<file path="src/rtl/gpio_evt_pkg.sv">
package gpio_evt_pkg;
  typedef enum logic [1:0] {
    RA_ENABLE   = 2'd0,
    RA_SENSE    = 2'd1,
    RA_ASSERT   = 2'd2,
    RA_DEASSERT = 2'd3
  } reg_addr_e;
endpackage

</file>
<file path="src/rtl/gpio_evt_edge.sv">
module gpio_evt_edge #(
  parameter int NPINS = 31
) (
  input  logic             clk,
  input  logic             rst_n,
  input  logic [NPINS-1:0] pin_i,
  output logic [NPINS-1:0] rise_o,
  output logic [NPINS-1:0] fall_o
);
  logic [NPINS-1:0] prev_q;
  logic             primed_q;

  // The first sample after reset only seeds prev_q.
  always_ff @(posedge clk or negedge rst_n) begin
    if (!rst_n) begin
      prev_q   <= '0;
      primed_q <= 1'b0;
    end else begin
      prev_q   <= pin_i;
      primed_q <= 1'b1;
    end
  end

  assign rise_o = primed_q ? (pin_i & ~prev_q) : '0;
  assign fall_o = primed_q ? (~pin_i & prev_q) : '0;

  AST_EDGE_EXCLUSIVE: assert property (@(posedge clk) disable iff (!rst_n)
    (rise_o & fall_o) == '0);
endmodule

</file>
<file path="src/rtl/gpio_evt_route.sv">
module gpio_evt_route #(
  parameter int NPINS = 31
) (
  input  logic [NPINS-1:0] en_i,
  input  logic [NPINS-1:0] sense_i,
  input  logic [NPINS-1:0] rise_i,
  input  logic [NPINS-1:0] fall_i,
  output logic [NPINS-1:0] asrt_o,
  output logic [NPINS-1:0] dsrt_o
);
  for (genvar g = 0; g < NPINS; g++) begin : g_pin
    assign asrt_o[g] = en_i[g] & (sense_i[g] ? rise_i[g] : fall_i[g]);
    assign dsrt_o[g] = en_i[g] & (sense_i[g] ? fall_i[g] : rise_i[g]);
  end
endmodule

</file>
<file path="src/rtl/gpio_evt_status.sv">
module gpio_evt_status #(
  parameter int NPINS = 31
) (
  input  logic             clk,
  input  logic             rst_n,
  input  logic             wr_i,
  input  logic [NPINS:0]   wdata_i,
  input  logic [NPINS-1:0] evt_i,
  output logic [NPINS-1:0] stat_o
);
  logic [NPINS-1:0] stat_q;

  // Bit 0 of the word picks set (1) or clear (0); the upper bits select pins.
  function automatic logic [NPINS-1:0] apply_write(input logic [NPINS-1:0] cur,
                                                   input logic [NPINS:0]   w);
    return w[0] ? (cur | w[NPINS:1]) : (cur & ~w[NPINS:1]);
  endfunction

  always_ff @(posedge clk or negedge rst_n) begin
    if (!rst_n) stat_q <= '0;
    else if (wr_i) stat_q <= apply_write(stat_q, wdata_i) | evt_i;
    else stat_q <= stat_q | evt_i;
  end

  assign stat_o = stat_q;

  AST_CLEAR_MODE: assert property (@(posedge clk) disable iff (!rst_n)
    wr_i && !wdata_i[0] |=> (stat_q & ~$past(evt_i)) ==
      ($past(stat_q) & ~$past(wdata_i[NPINS:1]) & ~$past(evt_i)));
  AST_SET_MODE: assert property (@(posedge clk) disable iff (!rst_n)
    wr_i && wdata_i[0] |=> stat_q ==
      ($past(stat_q) | $past(wdata_i[NPINS:1]) | $past(evt_i)));
  AST_HOLD_IDLE: assert property (@(posedge clk) disable iff (!rst_n)
    !wr_i && evt_i == '0 |=> $stable(stat_q));
  AST_EVENT_WINS: assert property (@(posedge clk) disable iff (!rst_n)
    evt_i != '0 |=> (stat_q & $past(evt_i)) == $past(evt_i));
endmodule

</file>
<file path="src/rtl/gpio_evt_unit.sv">
module gpio_evt_unit #(
  parameter int NPINS  = 31,
  parameter int DATA_W = 32
) (
  input  logic              clk,
  input  logic              rst_n,
  input  logic [NPINS-1:0]  pin_i,
  input  logic [1:0]        reg_addr_i,
  input  logic              reg_we_i,
  input  logic [DATA_W-1:0] reg_wdata_i,
  output logic [DATA_W-1:0] reg_rdata_o,
  output logic              irq_assert_o,
  output logic              irq_deassert_o
);
  import gpio_evt_pkg::*;

  localparam int STAT_W = NPINS + 1;

  logic [NPINS-1:0] en_q, sense_q;
  logic [NPINS-1:0] rise_w, fall_w, asrt_evt, dsrt_evt;
  logic [NPINS-1:0] as_stat, ds_stat;
  logic             wr_as, wr_ds;

  initial if (DATA_W < STAT_W) $error("DATA_W must hold NPINS+1 bits");

  always_ff @(posedge clk or negedge rst_n) begin
    if (!rst_n) begin
      en_q    <= '0;
      sense_q <= '0;
    end else if (reg_we_i) begin
      if (reg_addr_i == RA_ENABLE) en_q    <= reg_wdata_i[NPINS-1:0];
      if (reg_addr_i == RA_SENSE)  sense_q <= reg_wdata_i[NPINS-1:0];
    end
  end

  assign wr_as = reg_we_i && (reg_addr_i == RA_ASSERT);
  assign wr_ds = reg_we_i && (reg_addr_i == RA_DEASSERT);

  gpio_evt_edge #(.NPINS(NPINS)) u_edge (
    .clk(clk), .rst_n(rst_n), .pin_i(pin_i), .rise_o(rise_w), .fall_o(fall_w));

  gpio_evt_route #(.NPINS(NPINS)) u_route (
    .en_i(en_q), .sense_i(sense_q), .rise_i(rise_w), .fall_i(fall_w),
    .asrt_o(asrt_evt), .dsrt_o(dsrt_evt));

  gpio_evt_status #(.NPINS(NPINS)) u_as (
    .clk(clk), .rst_n(rst_n), .wr_i(wr_as), .wdata_i(reg_wdata_i[STAT_W-1:0]),
    .evt_i(asrt_evt), .stat_o(as_stat));

  gpio_evt_status #(.NPINS(NPINS)) u_ds (
    .clk(clk), .rst_n(rst_n), .wr_i(wr_ds), .wdata_i(reg_wdata_i[STAT_W-1:0]),
    .evt_i(dsrt_evt), .stat_o(ds_stat));

  always_comb begin
    reg_rdata_o = '0;
    case (reg_addr_i)
      RA_ENABLE:   reg_rdata_o[NPINS-1:0] = en_q;
      RA_SENSE:    reg_rdata_o[NPINS-1:0] = sense_q;
      RA_ASSERT:   reg_rdata_o[STAT_W-1:1] = as_stat;
      default:     reg_rdata_o[STAT_W-1:1] = ds_stat;
    endcase
  end

  assign irq_assert_o   = |(as_stat & en_q);
  assign irq_deassert_o = |(ds_stat & en_q);

  AST_MODE_BIT_ZERO: assert property (@(posedge clk) disable iff (!rst_n)
    reg_addr_i[1] |-> reg_rdata_o[0] == 1'b0);
  AST_MASKED_NO_EVENT: assert property (@(posedge clk) disable iff (!rst_n)
    ((asrt_evt | dsrt_evt) & ~en_q) == '0);
  AST_IRQ_NEEDS_STATUS: assert property (@(posedge clk) disable iff (!rst_n)
    (irq_assert_o |-> as_stat != '0) and (irq_deassert_o |-> ds_stat != '0));
endmodule

</file>
<file path="config.mk">
export PLATFORM = sky130hd
export DESIGN_NAME = gpio_evt_unit
export DESIGN_NICKNAME = d
export VERILOG_FILES = /design/src/rtl/gpio_evt_pkg.sv /design/src/rtl/gpio_evt_edge.sv /design/src/rtl/gpio_evt_route.sv /design/src/rtl/gpio_evt_status.sv /design/src/rtl/gpio_evt_unit.sv
export SDC_FILE = /design/constraint.sdc
export NUM_CORES = 1
export LEC_CHECK = 0
export ABC_AREA = 1
export ABC_CLOCK_PERIOD_IN_PS = 2500
export BUFFER_PORTS_ARGS = -buffer_cell sky130_fd_sc_hd__buf_4
export CAP_MARGIN = 30
export CORE_ASPECT_RATIO = 0.75
export CORE_MARGIN = 5
export CORE_UTILIZATION = 55
export DETAILED_ROUTE_END_ITERATION = 8
export PLACE_DENSITY = 0.76
export REMOVE_ABC_BUFFERS = 1
export SLEW_MARGIN = 25
export SYNTH_ARGS = -nofsm -noshare
export SYNTH_HDL_FRONTEND = slang
export SYNTH_SLANG_ARGS = --single-unit
</file>
<file path="constraint.sdc">
create_clock -name clk -period 2.5 [get_ports clk]
set_input_delay 0.5 -clock clk [delete_from_list [all_inputs] [get_ports clk]]
set_output_delay 0.5 -clock clk [all_outputs]
set_load 0.02 [all_outputs]
</file>
Yosys cells after proc, flatten, opt, wreduce, memory -nomap -nowiden
Index checks and enable logic that the tools add are counted.

word-level totals
  memories = 0
  bits in registers = 156
  memory bits (read-only) = 0
  bits in latches = 0
  RAM bits = 0
  output and inout port bits = 34

cells by class
  divide/modulo/power cells = 0
  add/sub/neg operators = 0
  equal/unequal tests = 3
  bitwise operators = 77
  shift operators = 0
  $mul = 0
  order comparisons = 0
  multiplexer cells = 71
  reduce and logical (&&, ||, !) cells = 8

operator list
  operator            number
  $and 31x31->31      6
  $mux 31             6
  $or 31x31->31       6
  $not 31->31         3
  $pmux 30 s3         1
  $and 1x1->1         62
  $mux 1              62
  $reduce_or 31->1    2
  $eq 2x2->1 const B  2
  $pmux 1 s2          2
  $reduce_and 2->1    2
  $eq 2x1->1 const B  1
  $logic_and 1x1->1   2
  $logic_not 2->1     1
  $reduce_or 2->1     1

Longest topological paths before layout
  word-level depth = 7
  depth in mapped cells = 7
  depth with buffers taken out = 6

Hierarchy
Synthesis repeated with hierarchy kept, for this count alone.

unflattened totals
  cells, all modules = 1395
  area total of the unflattened synthesis = 9236.4 sq um

modules (own cells, without submodules)
  module           times used  sequential area each (sq um)  area an instance (sq um)  cells an instance
  gpio_evt_unit    1           1551.5                        3488.3                    529
  gpio_evt_status  2           775.7                         1529.0                    196
  gpio_evt_edge    1           800.8                         1371.3                    164
  gpio_evt_route   1           0.0                           1318.8                    310

Worst setup path after synthesis
OpenSTA, ideal clock, no wires.

  path type = input to output
  from = input reg_addr_i[1]
  to = output reg_rdata_o[0]
  cell stages on the path = 4
  setup slack = 0.677 ns
  required time = 2.000 ns
  data arrival time = 1.323 ns
  cells stage by stage = inv_2 -> nand2_1 -> clkbuf_1 -> o21ai_0

between the ends
  cells in the longest elaborated chain, start to end = 2
  elaborated cells between the ends (all ways) = 3

ends and longest elaborated chain
  what                                                  RTL line             text
  from (decl)                                           gpio_evt_unit.sv:8   input logic [1:0] reg_addr_i,
  $eq 2x1->1 / $logic_not 2->1 (equally long branches)  gpio_evt_unit.sv:56  case (reg_addr_i)
  $pmux 1 s2 (*)                                        gpio_evt_unit.sv:56
  to (decl)                                             gpio_evt_unit.sv:11  output logic [DATA_W-1:0] reg_rdata_o,

Every way passes the cells marked *; elsewhere a longest branch is shown, timed or not.

Worst setup path after layout
  from = input reg_addr_i[0]
  to = output reg_rdata_o[20]

between the ends
  cells in the longest elaborated chain, start to end = 2
  elaborated cells between the ends (all ways) = 4

ends and longest elaborated chain
  what                                RTL line
  $eq 2x2->1 (tied with other cells)  gpio_evt_unit.sv:56
  $pmux 30 s3 (*)                     gpio_evt_unit.sv:56

Marks and branches as above.

==> metrics.md <==
| Metric | Value |
|---|---|
| P&R area growth vs syn | 20.0% |
| Synth warn | 0 |
| GR Overflow Total | 0 |
| Clock Tree Buf Depth | 2 |
| Tcrit/Tclk final | ~90% |
| Avg Inst Size Synth | between 6 and 7 µm² |
| Antenna fix cells | 0 |
| Total power divided by cell area | ~840 nW/µm² |
| CP cell instances | buf_4 -> nand2_1 -> inv_2 -> buf_4 -> nand2_1 -> o2111ai_1 -> buf_4 |
| VDD IR max | 0.511 mV |
| Endpoints failing hold | 0 |
| Status | finished, final reports clean |
| Initial antenna violation count | 0 |
| Hold buffer count at CTS | 0 |
| Die area | 17800 µm² |
| Slew Limit Headroom | 61.0% |
| DP Wirelength | around 16000 µm |
| # DRC | 0 |
| Leakage | ~5.2 nW |
| Period minus WS final | between 2 and 2.5 ns |
| Detail Route Antenna Nets | 0 |
| Horiz. Die Dim | ~150 µm |
| Filler instances | between 1k and 1.5k |
| Syn Inst Count | 1206 |
| Num ports | ~100 |
| Core area | between 15000 and 20000 µm² |
| Final wirelength | around 25000 µm |
| Area of the multi-input gates | about 3800 µm² |
| Clock-pin slew on the worst setup and hold paths | about 0.06 ns |
| GRT Total Usage | between 20% and 30% |
| First-pass GRT wire length | around 40000 µm |
| Drt wl/cell | ~17 µm |
| Post-cts repair resize count | 0 |
| Kind of critical path | primary input to output pin |
| Arrival time worst endpoint | 1.75 ns |
| Num CTS Buffers | 17 |
| Sink Count | 156 |
| Crit-path most repeated cell | buf_4 |
| Post-synthesis sequential area ratio | about 47% |
| RSZ-0062 raised after global routing | no |
| CP max stage delay | between 0.3 and 0.4 ns |
| GPL Wtd Cong | a little under 0.9 |
| Clk_lat worst skew | 0.43 ns |
| Setup violators final | 0 |
| CP endpoint kind | output pin |
| CTS H-tree depth | 4 |
| Power Total | roughly 8.4 mW |
| Vias | 8404 |
| Initial core utilization | approximately 56% |
| Largest net degree at the start of global routing | 63 |
| Max Slew Vio Count | 0 |
| Setup Skew | 0.00855 ns |
| Maximum Capacitance Violations | 0 |
| Vias/cell | approximately 5.6 |
| Post-Syn Area | 8380 µm² |
| Sequential cell area | around 3900 µm² |
| Distinct cells, synth | 15 |
| Fmax | 445 MHz |
| Non-filler cells in the finished layout | about 1.5k |
| Inst Count DP | between 1k and 1.5k |
| Most common cell after layout, fill and taps aside | nand2_1 |
| Hold Slack | 0.0428 ns |
| Die Y-Extent | between 100 and 150 µm |
| Number of global-route vias before repair | between 7k and 8k |
| Root buffer cell | clkbuf_16 |
| Min-delay worst type | primary input to asynchronous set/reset pin |
| CP Data Required Time | ~2 ns |
| Worst setup margin | between 0.2 and 0.3 ns |
| Critical path launch point type | primary input |
| DRT iter0 DRCs | 740 |
| Layout cells sized above 1 | a little under an eighth |
| Postcts setup bufs | 0 |
| Leading cell types in the layout, fill and taps excluded | nand2_1, nand3_1, dfrtp_1 |
| Setup tns final | 0 ns |
| Rows | 39 |
| Worst-margin pin slew | 0.585 ns |
| Setup slack at placement | about 0.33 ns |
| CP Max Fanout | 17 |
| Slowest library cell on the worst path | inv_2 |
| CTS tree | done |
| Post-layout nets | 1364 |
| Detailed Routing Iterations Pass 1 | 7 |
| Flops & latches, synth | between 150 and 200 |
| I/O Buffers | roughly 100 |
==> state kept, by name, indices dropped and copies added (netlist names) <==
signal / count
sense_q: 31
u_edge.primed_q: 1
u_edge.prev_q: 31
u_as.stat_o: 31
en_q: 31
u_ds.stat_o: 31
==> metrics by stage <==
stage,cell area [µm²],utilization [%]
5_1_grt,10100,66.7
6_report,10100,66.7
2_1_floorplan,8190,-
4_1_cts,10100,66.7
3_3_place_gp,9450,62.7
3_5_place_dp,9450,62.7
==> cells by family (layout without fill, tap and decap cells) <==
| group | Yosys count | count (layout) | synth area share, % |
|---|---|---|---|
| AOI/OAI and AO/OA | 156 | 156 | 10.7 |
| DFF | 156 | 156 | 46.6 |
| other | 1 | 1 | 0.0447 |
| buffers and inverters | 177 | 278 | 8.19 |
| and+or+nand+nor | 716 | 716 | 34.5 |
==> path summary, 6_finish.rpt <==
kind,endpoint,start,slack [ns],cells after the start
max,reg_rdata_o[20],reg_addr_i[0],0.25,7
max reg2reg,u_ds.stat_o[6],u_edge.primed_q,0.90,5
max in group asynchronous,sense_q[0],rst_n,1.72,2
min,en_q[27],rst_n,0.04,1
min in group clk,u_edge.prev_q[23],pin_i[23],0.18,1
min reg2reg,sense_q[26],sense_q[26],0.53,2
==> power by group <==
part	switching (mW)	leakage (nW)	internal (mW)	total [mW]
registers	0.539	1.81	3.06	3.59
logic	1.23	3.07	0.829	2.06
clock network	1.02	0.306	1.73	2.76
total	2.79	5.19	5.62	8.41
==> cell type report <==
class / instances / area share, %
timing repair buffer: 118 / 9.96
multi-input combinational: 873 / 37.7
tap: 205 / 2.55
clock inverter: 8 / 1.39
clock buffer: 22 / 4.71
sequential: 156 / 38.8
inverter: 130 / 4.85
==> critical path: cells and delay by family <==
family | cells | cell delay (ns)
AOI/OAI and AO/OA | 1 | 0.14
buffers and inverters | 4 | 0.96
and+or+nand+nor | 2 | 0.14
==> synth_stat cells <==
cell type,count,area (µm²)
clkbuf_1,29,109
nand2_2,1,6.26
nand3_1,158,791
conb_1,1,3.75
nand2_1,504,1890
inv_2,4,15.0
buf_2,18,90.1
nor2_2,2,12.5
o21ai_0,76,380
inv_1,126,473
a22o_1,1,8.76
nor2_1,51,191
o21ai_1,49,245
o2111ai_1,30,263
dfrtp_1,156,3900
==> per-layer routing <==
| layer | global-route usage [%] | vias to the layer above | share of wire [%] |
|---|---|---|---|
| li1 | - | 4041 | - |
| met1 | 39.3 | 3911 | 43 |
| met2 | 45.9 | 412 | 45 |
| met3 | 6.47 | 40 | 9.7 |
| met4 | 7.83 | 0 | 1.7 |
| met5 | 0 | - | 0 |
Note: power is estimated with default switching activity, not from simulation.
